## src/rtl/sig_pkg.sv

```systemverilog
package sig_pkg;
    localparam int unsigned DEF_W = 5;
    // low-order divisor terms: x^0, x^2, x^4 (x^5 implied by the width)
    localparam logic [DEF_W-1:0] DEF_TAPS = 5'b10101;

    typedef enum logic [1:0] {
        OP_IDLE  = 2'd0,
        OP_SHIFT = 2'd1,
        OP_CLEAR = 2'd2
    } op_e;

    typedef struct packed {
        logic clr;
        logic vld;
        logic din;
        logic done;
    } ctrl_t;

    function automatic op_e decode_op(input ctrl_t c);
        if (c.clr)      return OP_CLEAR;
        else if (c.vld) return OP_SHIFT;
        else            return OP_IDLE;
    endfunction
endpackage

```

## src/rtl/sig_div.sv

```systemverilog
module sig_div
    import sig_pkg::*;
#(
    parameter int unsigned     W    = DEF_W,
    parameter logic [W-1:0]    TAPS = DEF_TAPS
) (
    input  logic         clk,
    input  logic         rst,
    input  ctrl_t        ctl,
    output logic [W-1:0] rem_q
);
    logic [W-1:0] rem_nxt;
    logic         fb;
    op_e          op;

    assign fb = rem_q[W-1];
    assign op = decode_op(ctl);

    for (genvar i = 0; i < int'(W); i++) begin : g_stage
        if (i == 0) begin : g_in
            assign rem_nxt[i] = ctl.din ^ (TAPS[i] & fb);
        end else begin : g_mid
            assign rem_nxt[i] = rem_q[i-1] ^ (TAPS[i] & fb);
        end
    end

    always_ff @(posedge clk) begin
        if (rst) begin
            rem_q <= '0;
        end else begin
            unique case (op)
                OP_CLEAR: rem_q <= '0;
                OP_SHIFT: rem_q <= rem_nxt;
                default:  rem_q <= rem_q;
            endcase
        end
    end

    // clear wins and empties the register
    p_clear_r1: assert property (@(posedge clk) disable iff (rst)
        ctl.clr |=> (rem_q == '0));
    // idle cycles hold
    p_hold_r4: assert property (@(posedge clk) disable iff (rst)
        (!ctl.clr && !ctl.vld) |=> $stable(rem_q));
    // zero remainder stays zero under zero input
    p_zero_r2: assert property (@(posedge clk) disable iff (rst)
        (!ctl.clr && ctl.vld && !ctl.din && rem_q == '0) |=> (rem_q == '0));
endmodule

```

## src/rtl/sig_judge.sv

```systemverilog
module sig_judge
    import sig_pkg::*;
#(
    parameter int unsigned W = DEF_W
) (
    input  logic         clk,
    input  logic         rst,
    input  ctrl_t        ctl,
    input  logic [W-1:0] cur_sig,
    input  logic [W-1:0] ref_sig,
    output logic         pass_q
);
    logic judged_q;

    always_ff @(posedge clk) begin
        if (rst || ctl.clr) begin
            pass_q   <= 1'b0;
            judged_q <= 1'b0;
        end else if (ctl.done && !judged_q) begin
            pass_q   <= (cur_sig == ref_sig);
            judged_q <= 1'b1;
        end
    end

    // verdict reflects the pre-shift signature of the done cycle
    p_verdict_r5: assert property (@(posedge clk) disable iff (rst)
        (ctl.done && !judged_q && !ctl.clr) |=> (pass_q == ($past(cur_sig) == $past(ref_sig))));
    // verdict frozen until clear
    p_frozen_r6: assert property (@(posedge clk) disable iff (rst)
        (judged_q && !ctl.clr) |=> $stable(pass_q));
    // clear drops the verdict
    p_clear_pass_r1: assert property (@(posedge clk) disable iff (rst)
        ctl.clr |=> !pass_q);
endmodule

```

## src/rtl/sig_analyzer.sv

```systemverilog
module sig_analyzer
    import sig_pkg::*;
#(
    parameter int unsigned  SIG_W = DEF_W,
    parameter logic [SIG_W-1:0] TAPS = DEF_TAPS
) (
    input  logic             clk,
    input  logic             rst,
    input  logic             clr,
    input  logic             vld,
    input  logic             din,
    input  logic             done,
    input  logic [SIG_W-1:0] exp_sig,
    output logic [SIG_W-1:0] sig,
    output logic             pass
);
    ctrl_t ctl;

    assign ctl = '{clr: clr, vld: vld, din: din, done: done};

    sig_div #(.W(SIG_W), .TAPS(TAPS)) u_div (
        .clk   (clk),
        .rst   (rst),
        .ctl   (ctl),
        .rem_q (sig)
    );

    sig_judge #(.W(SIG_W)) u_judge (
        .clk     (clk),
        .rst     (rst),
        .ctl     (ctl),
        .cur_sig (sig),
        .ref_sig (exp_sig),
        .pass_q  (pass)
    );

    // reset leaves a clean state
    p_reset_r1: assert property (@(posedge clk)
        rst |=> (sig == '0 && !pass));
endmodule

```

## config.mk

```make
export PLATFORM = sky130hd
export DESIGN_NAME = sig_analyzer
export DESIGN_NICKNAME = d
export VERILOG_FILES = /design/src/rtl/sig_pkg.sv /design/src/rtl/sig_div.sv /design/src/rtl/sig_judge.sv /design/src/rtl/sig_analyzer.sv
export SDC_FILE = /design/constraint.sdc
export NUM_CORES = 1
export LEC_CHECK = 0
export ABC_AREA = 1
export BUFFER_PORTS_ARGS = -buffer_cell sky130_fd_sc_hd__buf_2
export CAP_MARGIN = 40
export CORE_AREA = 2 2 39 41
export CTS_CLUSTER_DIAMETER = 30
export DETAILED_ROUTE_END_ITERATION = 10
export DIE_AREA = 0 0 41 43
export PLACE_DENSITY = 0.59
export SYNTH_ARGS = -nofsm -noshare
export SYNTH_HDL_FRONTEND = slang
export SYNTH_SLANG_ARGS = --single-unit
```

## constraint.sdc

```tcl
create_clock -name clk -period 0.8 [get_ports clk]
set_input_delay 0.08 -clock clk [delete_from_list [all_inputs] [get_ports clk]]
set_output_delay 0.08 -clock clk [all_outputs]
set_load 0.01 [all_outputs]
```

=== Word level (Yosys, flattened, before mapping) ===
Cells that the tools add are included.

* Flip-flop bits (word level): 7
* Bits of input ports: 11
* Word-level logic and storage cells: 16

* Equal/unequal tests: 3
* Muxes and demuxes: 3
* Bitwise operators: 3
* Reduce and logical (&&, ||, !) cells: 4

{| class="wikitable"
|+ Operators with widths
! cell !! count
|-
| one-hot mux 5 bit (2 select lines) || 1
|-
| == test 5 bit || 1
|-
| bitwise XOR 1 bit || 3
|-
| == test 2 x 1 -> 1 bit (second input constant) || 1
|-
| == test 2 bit (second input constant) || 1
|-
| two-way mux 2 bit || 1
|-
| nonzero test 2 bit || 1
|-
| logical AND 1 bit || 1
|-
| zero test 1 bit || 1
|-
| logical OR 1 bit || 1
|-
| two-way mux 1 bit || 1
|}

=== Longest topological paths before layout ===
Gate-level depths: netlist of run 1.

* Word-level depth: 4
* Depth in mapped cells: 6
* Gate-level depth less buffers: 6

=== Modules after synthesis ===
From an unflattened synthesis of run 1, not the netlist that was laid out.

* Cell total of the unflattened synthesis: 63
* Area, all modules: 384.1 µm²

{| class="wikitable"
|+ Modules (own cells, without submodules)
! module !! instances !! cells each !! area each (µm²) !! seq. area each (µm²)
|-
| sig_div || 1 || 31 || 219.0 || 100.1
|-
| sig_judge || 1 || 32 || 165.2 || 40.0
|}

=== Worst setup path before layout of run 1 ===
Ideal clock, no wire load.

* Kind: register -> register
* Start point: register u_div.rem_q[3]
* End point: register u_judge.pass_q
* Library setup time: 0.066 ns
* Data arrival time: 0.829 ns
* Data required time: 0.734 ns
* Setup slack: -0.095 ns
* Stages on the path, launching flop included: 7
* Buffers on the path: 0
* Clock period less this slack: 0.895 ns
* Path through: dfxtp_1 > inv_2 > nand2_1 > nand2_1 > nor2_1 > nand3_1 > a21oi_2

* Cells in the longest elaborated chain, start to end: 1

{| class="wikitable"
|+ RTL lines
! what !! line !! text
|-
| start, declared || sig_div.sv:10 || <nowiki>output logic [W-1:0] rem_q</nowiki>
|-
| start signal, assigned || sig_div.sv:33 || <nowiki>OP_SHIFT: rem_q <= rem_nxt;</nowiki>
|-
| start signal, assigned || sig_div.sv:34 || <nowiki>default: rem_q <= rem_q;</nowiki>
|-
| == test 5 bit || sig_judge.sv:20 || <nowiki>pass_q <= (cur_sig == ref_sig);</nowiki>
|-
| end signal, assigned || sig_judge.sv:20 ||
|-
| end, declared || sig_judge.sv:11 || <nowiki>output logic pass_q</nowiki>
|}

Every way passes these cells.
A chain may end at the register's enable or synchronous reset.

=== Worst setup path after layout of run 1 ===
* Start point: register u_div.rem_q[3]
* End point: output sig[3]

{| class="wikitable"
|+ RTL lines
! what !! line !! text
|-
| end, declared || sig_analyzer.sv:14 || <nowiki>output logic [SIG_W-1:0] sig,</nowiki>
|}

No word-level cell between the ends.

==> out/qor.csv, run 1 <==
stage;metric;value;unit
sta;worst_slack;-0.09907;ns
setup_path;crit_path_end_kind;primary output;
synth;syn_avg_cell_area;6.014;um^2
global_routing;grt_max_degree;8;
global_routing;antenna_found_initial;0;
routing;wl_per_cell;9.248;um
sta;setup_tns;-0.3284;ns
sta;max_freq;1.112;GHz
setup_path;cpPeakStageDelay;0.35;ns
cells_and_area;fillCellCount;140;
floorplanning;die-area;1763;um^2
sta;finalClockSkew;0.007074;ns
setup_path;worstPathRequired;0.72;ns
power;leakagePower;0.0003203;uW
global_routing;grt_pass1_vias;409;
sta;hold_viol_final;0;
synth;ys_ff_latch;7;
global_routing;grt_pass1_wl;1490;um
flow_run;maxCapViolCount;0;
setup_path;cp_max_fo;3;
status;violations;setup timing;
floorplanning;fp.dieH;43;um
floorplanning;start_util;0.2694;
routing;postRouteAntennaNets;0;
synth;yosysTopAreaCell;dfxtp_1;
setup_path;r2r-start;u_div.rem_q[0];
hold_path;holdPathEnd;u_div.rem_q[3];
hold_path;min_path_cells;2;
cells_and_area;syn2layout_area_growth;73.15;%
clock_tree;cts_sinks;7;
routing;postRouteWirelength;971;um
hold_path;min_from;rst;
sta;worst_pin_slew;0.4004;ns
setup_path;critPathSlowestCell;dfxtp_4;
setup_path;startpoint_type;flop;
placed_design;gp_congestion;0.8054;
setup_path;reg2reg_to;u_judge.pass_q;
cells_and_area;multi_input_area;230.2;um^2
cells_and_area;drive_gt1_frac;0.4831;
placed_design;dp_slack;-0.09350;ns
routing;dr.pass1.iters;4;
setup_path;path_cells;buf_6, buf_6;
synth;synth.distinct_cells;12;
clock_tree;root_buffer;clkbuf_4;
routing;vias_per_cell;4.333;
cells_and_area;seq_area;158.9;um^2
setup_path;rr_worst_depth;6;
clock_tree;clk_path_buf_depth;2;
cells_and_area;antenna_cells;0;
synth;yosysWarningCount;0;
floorplanning;io_pins;17;
clock_tree;cts_tree;done;
sta;finalSetupViolCount;10;
sta;fin_crit;0.8991;ns
placed_design;placed_cells;99;
sta;finalCritPeriodShare;1.124;
hold_path;worstHoldPathType;input pin to flop;
placed_design;port_buffers;16;
setup_path;critPathBufInv;2;
setup_path;rrSetupSlack;-0.09;ns
synth;netlist.area_leader.share;0.3758;
synth;synth_area_leaders;dfxtp_1, nand2_1, inv_1;
status;status;finished with violations;
floorplanning;core-area;1384;um^2
clock_tree;clk_pin_slew_worst_paths;0.05;ns
global_routing;groute.usage.overall;0.1298;
clock_tree;htreeDepth;1;
power;power_density;1199;nW/um^2
cells_and_area;layout.nets;101;
synth;syn_area;372.9;um^2
synth;synth.yosys.seq_area_share;0.3758;
setup_path;arrival;0.82;ns
synth;synthesis.nets;73;
setup_path;cpLargestDelayFamily;flip-flops;
routing;drcViolationCount;0;
sta;rsz0062_at_grt;yes;
floorplanning;rows;14;
global_routing;grt_overflow_total;0;
cells_and_area;stdcell_count;105;
synth;synthCells;62;
sta;report.final.slew_viol_count;0;
routing;drt_iter0_markers;4;
setup_path;cp_common_cell;buf_6;
setup_path;path_class;flop to primary output;
clock_tree;cts_buffers;3;
placed_design;hpwl;707.1;um
power;peakVddDrop;0.0006737;V
clock_tree;insertion_delay;0.25;ns
routing;via_count;455;
sta;relSlewSlack;0.7321;
floorplanning;die_w;41;um
## per-stage QoR
step	power, uW	instance area, um^2	util	hold slack (ns)
5_1_grt	811.9	645.6	0.4665	0.05094
3_3_place_gp	452.7	534.3	0.3861	0.3061
3_5_place_dp	453.8	534.3	0.3861	0.3073
2_1_floorplan	401.7	396.6	-	0.1394
6_report	774.3	645.6	0.4665	0.04926
4_1_cts	779.0	596.8	0.4313	0.04514
## where the power goes
group          switching (uW)  internal, uW
Clock                     133           191
Sequential               4.73           340
Combinational            56.0          50.0
## synth_stat cells
| master | count |
|---|---|
| dfxtp_1 | 7 |
| nor2_1 | 8 |
| a21oi_1 | 5 |
| xnor2_1 | 1 |
| o21ai_0 | 1 |
| nand2_1 | 21 |
| a21oi_2 | 1 |
| inv_2 | 1 |
| inv_1 | 11 |
| nor3_1 | 2 |
| nand3_1 | 3 |
| or2_2 | 1 |
## worst reg2reg max path: cells and delay by family (launching register included)
family	cells	cell delay (ns)
AO/OA/AOI/OAI	1	0.12
AND/OR/NAND/NOR	4	0.32
buffers and inverters	1	0.03
flip-flops	1	0.36
## routing by layer
metal	global-route usage	up-vias	routed length, um
met2	0.2094	13	456
met1	0.1424	193	445
met4	0.08000	0	22
met5	0	-	0
li1	-	244	-
met3	0.03141	5	48
## worst max-delay path by stage
stage,end,slack [ns],from,cells after the start
final,sig[3],-0.1,u_div.rem_q[3],2
after global routing,u_judge.pass_q,-0.17,u_div.rem_q[1],6
after CTS,u_judge.pass_q,-0.1,u_div.rem_q[0],6
after detailed placement,u_judge.pass_q,-0.09,u_div.rem_q[0],6
after global placement,u_judge.pass_q,-0.06,u_div.rem_q[1],6
after floorplan,u_judge.pass_q,-0.01,u_div.rem_q[0],6
## repair_timing
item	in CTS	in global routing
resized for setup	7	10
pin swaps	4	4
hold buffers	0	0
setup endpoints to repair	8	11
setup buffers	1	1
## sequential cells by signal, indices dropped and copies added, names as in the netlist
signal            count
u_div.rem_q           5
u_judge.pass_q        1
u_judge.judged_q      1
## kinds of logic (layout without fill, tap and decap cells)
| kind of cell | count (synthesis) | after routing | share of synthesized area |
|---|---|---|---|
| compound gates | 7 | 7 | 0.1040 |
| buf+inv | 12 | 39 | 0.1208 |
| xor+xnor | 1 | 1 | 0.02349 |
| simple gates | 35 | 35 | 0.3759 |
| flops | 7 | 7 | 0.3758 |
## final cells by class
class / count / area share
timing repair buffer: 23 / 0.2558
sequential: 7 / 0.2461
multi-input combinational: 43 / 0.3566
clock buffer: 4 / 0.04070
tap: 16 / 0.03101
inverter: 12 / 0.06977
## placed cells by master, fill, tap and decap left out, drive strengths merged
cell / count
nand2: 21
o21ai: 1
inv: 12
xnor2: 1
buf: 23
nor3: 2
clkbuf: 4
nand3: 3
dfxtp: 7
or2: 1
nor2: 8
a21oi: 6
No activity file was read; power rests on OpenSTA's default activity.
==> inputs of run 2 (changes only) <==
GPL_TIMING_DRIVEN = 0   (was unset)
==> out/qor.csv, run 2 (synthesis results as in run 1) <==
stage;metric;value;unit;change
status;status;finished with violations;;unchanged
status;violations;setup timing;;unchanged
sta;max_freq;1.140;GHz;was 1.112 GHz
setup_path;worstPathRequired;0.99;ns;was 0.72 ns
cells_and_area;fillCellCount;145;;was 140
cells_and_area;drive_gt1_frac;0.4659;;was 0.4831
setup_path;r2r-start;u_div.rem_q[1];;was u_div.rem_q[0]
power;leakagePower;0.0002927;uW;was 0.0003203 uW
cells_and_area;largest_reg_flops;5;;unchanged
routing;vias_per_cell;4.327;;was 4.333
setup_path;rr_worst_depth;6;;unchanged
routing;postRouteWirelength;915;um;was 971 um
routing;drt_iter0_markers;7;;was 4
setup_path;reg2reg_to;u_judge.pass_q;;unchanged
clock_tree;clk_path_buf_depth;2;;unchanged
routing;drcViolationCount;0;;unchanged
floorplanning;die-area;1763;um^2;unchanged
cells_and_area;seq_area;156.4;um^2;was 158.9 um^2
placed_design;hpwl;684.4;um;was 707.1 um
power;p_clk_frac;0.415;;was 0.418
cells_and_area;fin_util;0.4331;;was 0.4665
sta;fin_crit;0.8772;ns;was 0.8991 ns
clock_tree;cts_tree;done;;unchanged
cells_and_area;syn2layout_area_growth;60.74;%;was 73.15%
power;p_int;579.0;uW;was 580.7 uW
sta;finalSetupViolCount;7;;was 10
power;p_seq_frac;0.456;;was 0.445
floorplanning;core-area;1384;um^2;unchanged
routing;dr.pass1.iters;4;;unchanged
setup_path;startpoint_type;flop;;unchanged
setup_path;cp_max_fo;4;;was 3
floorplanning;start_util;0.2694;;unchanged
global_routing;antenna_found_initial;0;;unchanged
sta;hold_viol_final;0;;unchanged
setup_path;rrSetupSlack;-0.08;ns;was -0.09 ns
global_routing;grt_overflow_total;0;;unchanged
routing;via_count;450;;was 455
clock_tree;hold_buffers;0;;unchanged
hold_path;min_path_cells;2;;unchanged
sta;finalCritPeriodShare;1.096;;was 1.124
sta;relSlewSlack;0.7717;;was 0.7321
power;peakVddDrop;0.0006268;V;was 0.0006737 V
clock_tree;htreeDepth;1;;unchanged
setup_path;path_class;flop to flop;;was flop to primary output
flow_run;maxCapViolCount;0;;unchanged
cells_and_area;reg_top3;u_div.rem_q x5, u_judge.judged_q x1, u_judge.pass_q x1;;unchanged
floorplanning;fp.dieH;43;um;unchanged
cells_and_area;final_cell_mix;nand2_1, buf_2, inv_1;;unchanged
cells_and_area;antenna_cells;0;;unchanged
sta;whs;0.04782;ns;was 0.04926 ns
cells_and_area;regMostFlops;u_div.rem_q;;unchanged
cells_and_area;final_common_cell;nand2_1;;unchanged
power;switching_share;0.2401;;was 0.2501
power;power;762.0;uW;was 774.3 uW
clock_tree;root_buffer;clkbuf_4;;unchanged
cells_and_area;multi_input_area;214.0;um^2;was 230.2 um^2
floorplanning;die_w;41;um;unchanged
sta;worst_slack;-0.07716;ns;was -0.09907 ns
global_routing;grt_pass1_vias;352;;was 409
sta;report.final.slew_viol_count;0;;unchanged
hold_path;holdPathEnd;u_div.rem_q[0];;was u_div.rem_q[3]
placed_design;port_buffers;16;;unchanged
setup_path;crit_path_end_kind;flop;;was primary output
placed_design;gp_congestion;0.7162;;was 0.8054
power;power_density;1271;nW/um^2;was 1199 nW/um^2
hold_path;worstHoldPathType;input pin to flop;;unchanged
clock_tree;cts_sinks;7;;unchanged
hold_path;min_from;rst;;unchanged
floorplanning;rows;14;;unchanged
routing;postRouteAntennaNets;0;;unchanged
sta;rsz0062_at_grt;yes;;unchanged
clock_tree;clk_pin_slew_worst_paths;0.05;ns;about the same
power;p_comb_frac;0.129;;was 0.137
clock_tree;cts_buffers;3;;unchanged
setup_path;arrival;1.06;ns;was 0.82 ns
cells_and_area;layout.nets;100;;was 101
sta;worst_pin_slew;0.3412;ns;was 0.4004 ns
clock_tree;insertion_delay;0.25;ns;about the same
power;power.switching;183.0;uW;was 193.7 uW
global_routing;grt_pass1_wl;1400;um;was 1490 um
floorplanning;io_pins;17;;unchanged
sta;finalClockSkew;0.002685;ns;was 0.007074 ns
global_routing;groute.usage.overall;0.1216;;was 0.1298
routing;wl_per_cell;8.798;um;was 9.248 um
global_routing;grt_max_degree;8;;unchanged
placed_design;dp_slack;-0.08695;ns;was -0.09350 ns
-- run 2: cell types whose count changed in the layout (fill, tap and decap cells not counted), sizes merged --
cell  delta
buf      -1
-- run 2: metrics by stage --
stage	instances	instance area (um^2)	TNS [ns]
after detailed placement	94	496.7	-0.1050
after floorplan	62	396.6	-0.01006
after global placement	94	496.7	-0.08708
after global routing	104	599.3	-0.5186
after CTS	103	575.6	-0.1956
final	104	599.3	-0.1621
-- run 2: what timing repair did --
item                       CTS  global route
setup endpoints to repair    8            10
resized for setup            4             5
pin swaps                    6             6
buffers inserted             5             1
-- run 2: routing by layer --
metal / share of wire / vias up / GRT usage / wire length, um
met3: 0.060 / 2 / 0.05236 / 55
met2: 0.46 / 12 / 0.1656 / 419
met1: 0.47 / 196 / 0.1484 / 430
li1: - / 240 / - / -
met5: 0 / - / 0 / 0
met4: 0.011 / 0 / 0.08000 / 10
-- run 2: worst max path at each step --
stage	from	to
2_1_floorplan	u_div.rem_q[0]	u_judge.pass_q
3_3_place_gp	u_div.rem_q[3]	u_judge.pass_q
3_5_place_dp	u_div.rem_q[3]	u_judge.pass_q
4_1_cts	u_div.rem_q[3]	u_judge.pass_q
5_1_grt	u_div.rem_q[1]	u_judge.pass_q
6_report	u_div.rem_q[1]	u_judge.pass_q
-- run 2: power by group through the flow --
stage | Sequential [uW] | Clock [uW] | Combinational [uW]
after floorplan | 357 | 0 | 45.1
after global placement | 355 | 0 | 88.6
after detailed placement | 355 | 0 | 90.8
after CTS | 347 | 334 | 96.3
after global routing | 347 | 366 | 112
final | 347 | 316 | 98.4
-- run 2: cell type report --
type	instances	share of cell area
multi-input cells	43	0.3570
well taps	16	0.03340
repair buffers	22	0.2296
inverters	12	0.07516
flip-flops and latches	7	0.2610
clock buffers	4	0.04384
-- run 2: critical path: stages, from the launching register on --
cell	delay, ns
dfxtp_4	0.35
inv_2	0.04
nand2_2	0.05
nand2_1	0.04
nor2_1	0.09
nand3_1	0.12
a21oi_2	0.12
==> inputs of run 3 (changes only) <==
PLACE_DENSITY = 0.52   (was 0.59)
==> out/qor.csv, run 3 (synthesis results as in run 1) <==
stage;metric;value;unit;change
status;status;finished with violations;;unchanged
status;violations;setup timing;;unchanged
cells_and_area;final_cell_mix;nand2_1, buf_2, inv_1;;unchanged
setup_path;rrSetupSlack;-0.07;ns;was -0.08 ns
sta;whs;0.03958;ns;was 0.04782 ns
placed_design;dp_slack;-0.08814;ns;was -0.08695 ns
cells_and_area;reg_top3;u_div.rem_q x5, u_judge.judged_q x1, u_judge.pass_q x1;;unchanged
routing;wl_per_cell;8.280;um;was 8.798 um
sta;worst_pin_slew;0.2870;ns;was 0.3412 ns
floorplanning;die-area;1763;um^2;unchanged
placed_design;place_area;496.7;um^2;unchanged
clock_tree;cts_sinks;7;;unchanged
global_routing;grt_max_degree;8;;unchanged
setup_path;arrival;1.06;ns;about the same
routing;postRouteWirelength;828;um;was 915 um
sta;finalCritPeriodShare;1.090;;was 1.096
setup_path;path_cells;inv_2, nand2_1, nand2_1, nor2_1, nand3_1, a21oi_2;;was inv_2, nand2_2, nand2_1, nor2_1, nand3_1, a21oi_2
setup_path;critPathSlowestCell;dfxtp_4;;unchanged
cells_and_area;largest_reg_flops;5;;unchanged
power;leakagePower;0.0002748;uW;was 0.0002927 uW
sta;fin_crit;0.8720;ns;was 0.8772 ns
setup_path;cpLargestDelayFamily;flip-flops;;unchanged
global_routing;antenna_found_initial;0;;unchanged
routing;drt_iter0_markers;10;;was 7
sta;finalSetupViolCount;6;;was 7
clock_tree;cts_tree;done;;unchanged
power;power_density;1341;nW/um^2;was 1271 nW/um^2
floorplanning;die_w;41;um;unchanged
global_routing;grt_pass1_vias;358;;was 352
placed_design;port_buffers;16;;unchanged
clock_tree;htreeDepth;1;;unchanged
clock_tree;clk_pin_slew_worst_paths;0.05;ns;about the same
cells_and_area;antenna_cells;0;;unchanged
floorplanning;start_util;0.2694;;unchanged
setup_path;cpPeakStageDelay;0.37;ns;was 0.35 ns
placed_design;gp_congestion;0.6744;;was 0.7162
setup_path;critPathBufInv;1;;unchanged
routing;dr.pass1.iters;4;;unchanged
cells_and_area;layout.nets;96;;was 100
setup_path;crit_path_end_kind;flop;;unchanged
flow_run;maxCapViolCount;0;;unchanged
setup_path;startpoint_type;flop;;unchanged
clock_tree;root_buffer;clkbuf_4;;unchanged
global_routing;groute.usage.overall;0.1181;;was 0.1216
cells_and_area;regMostFlops;u_div.rem_q;;unchanged
hold_path;worstHoldPathType;input pin to flop;;unchanged
clock_tree;clk_path_buf_depth;2;;unchanged
routing;via_count;418;;was 450
placed_design;hpwl;662.2;um;was 684.4 um
sta;finalClockSkew;0.0009008;ns;was 0.002685 ns
setup_path;cp_common_cell;nand2_1;;
sta;rsz0062_at_grt;yes;;unchanged
setup_path;cp_max_fo;5;;was 4
setup_path;worstPathRequired;0.99;ns;about the same
sta;max_freq;1.147;GHz;was 1.140 GHz
routing;drcViolationCount;0;;unchanged
global_routing;grt_overflow_total;0;;unchanged
cells_and_area;final_common_cell;nand2_1;;unchanged
clock_tree;insertion_delay;0.25;ns;about the same
floorplanning;fp.dieH;43;um;unchanged
cells_and_area;syn2layout_area_growth;53.36;%;was 60.74%
routing;vias_per_cell;4.180;;was 4.327
setup_path;path_class;flop to flop;;unchanged
cells_and_area;fin_util;0.4132;;was 0.4331
clock_tree;cts_buffers;3;;unchanged
sta;relSlewSlack;0.8080;;was 0.7717
power;peakVddDrop;0.0004566;V;was 0.0006268 V
sta;hold_viol_final;0;;unchanged
global_routing;grt_pass1_wl;1366;um;was 1400 um
routing;postRouteAntennaNets;0;;unchanged
cells_and_area;drive_gt1_frac;0.4048;;was 0.4659
floorplanning;core-area;1384;um^2;unchanged
clock_tree;hold_buffers;0;;unchanged
floorplanning;io_pins;17;;unchanged
cells_and_area;final_cell_area;571.8;um^2;was 599.3 um^2
sta;report.final.slew_viol_count;0;;unchanged
floorplanning;rows;14;;unchanged
sta;worst_slack;-0.07204;ns;was -0.07716 ns
run 3: changes by cell type in the layout (fill, tap and decap cells not counted):
| cell | before | now |
|---|---|---|
| nand2_2 | 2 | 0 |
| buf_6 | 2 | 4 |
| nand3_1 | 1 | 2 |
| buf_2 | 14 | 12 |
| nand2_1 | 19 | 21 |
| buf_4 | 6 | 2 |
| nand3_2 | 2 | 1 |
run 3: per-layer routing:
layer  vias up  GRT usage  wire length [um]
met5         -          0                 0
met4         0     0.1200                38
met3         5    0.01571                37
met2        12     0.1719               364
met1       170     0.1340               387
li1        231          -                 -
run 3: area by class of cell:
cell class / instances / area [um^2]
inverters: 12 / 45.04
flip-flops and latches: 7 / 156.4
repair buffers: 18 / 120.1
multi-input cells: 43 / 203.9
clock buffers: 4 / 26.28
well taps: 16 / 20.02
fillers: 161 / 812.0
run 3: worst paths after layout:
kind	start	to	depth (start not counted)
setup reg to reg	u_div.rem_q[3]	u_judge.pass_q	6
hold reg to reg	u_judge.judged_q	u_judge.judged_q	2
setup / recovery	u_div.rem_q[3]	u_judge.pass_q	6
hold / removal	rst	u_div.rem_q[0]	2
run 3: what timing repair did:
action / in CTS / in global routing
resized for setup: 4 / 4
setup buffers: 2 / 0
pin swaps: 2 / 1
endpoints found under the setup margin: 8 / 10
run 3: report_power, final:
| part | switching, uW | internal (uW) |
|---|---|---|
| Clock | 136 | 191 |
| Sequential | 4.53 | 343 |
| Combinational | 48.6 | 43.2 |
| Total | 190 | 577 |
run 3: metrics by stage:
step | cells | total power [uW] | TNS, ns
floorplan | 62 | 401.7 | -0.01006
global placement | 94 | 444.5 | -0.09396
detailed placement | 94 | 444.6 | -0.08828
CTS | 100 | 774.8 | -0.1953
global route | 100 | 802.6 | -0.4007
finish | 100 | 766.9 | -0.1373
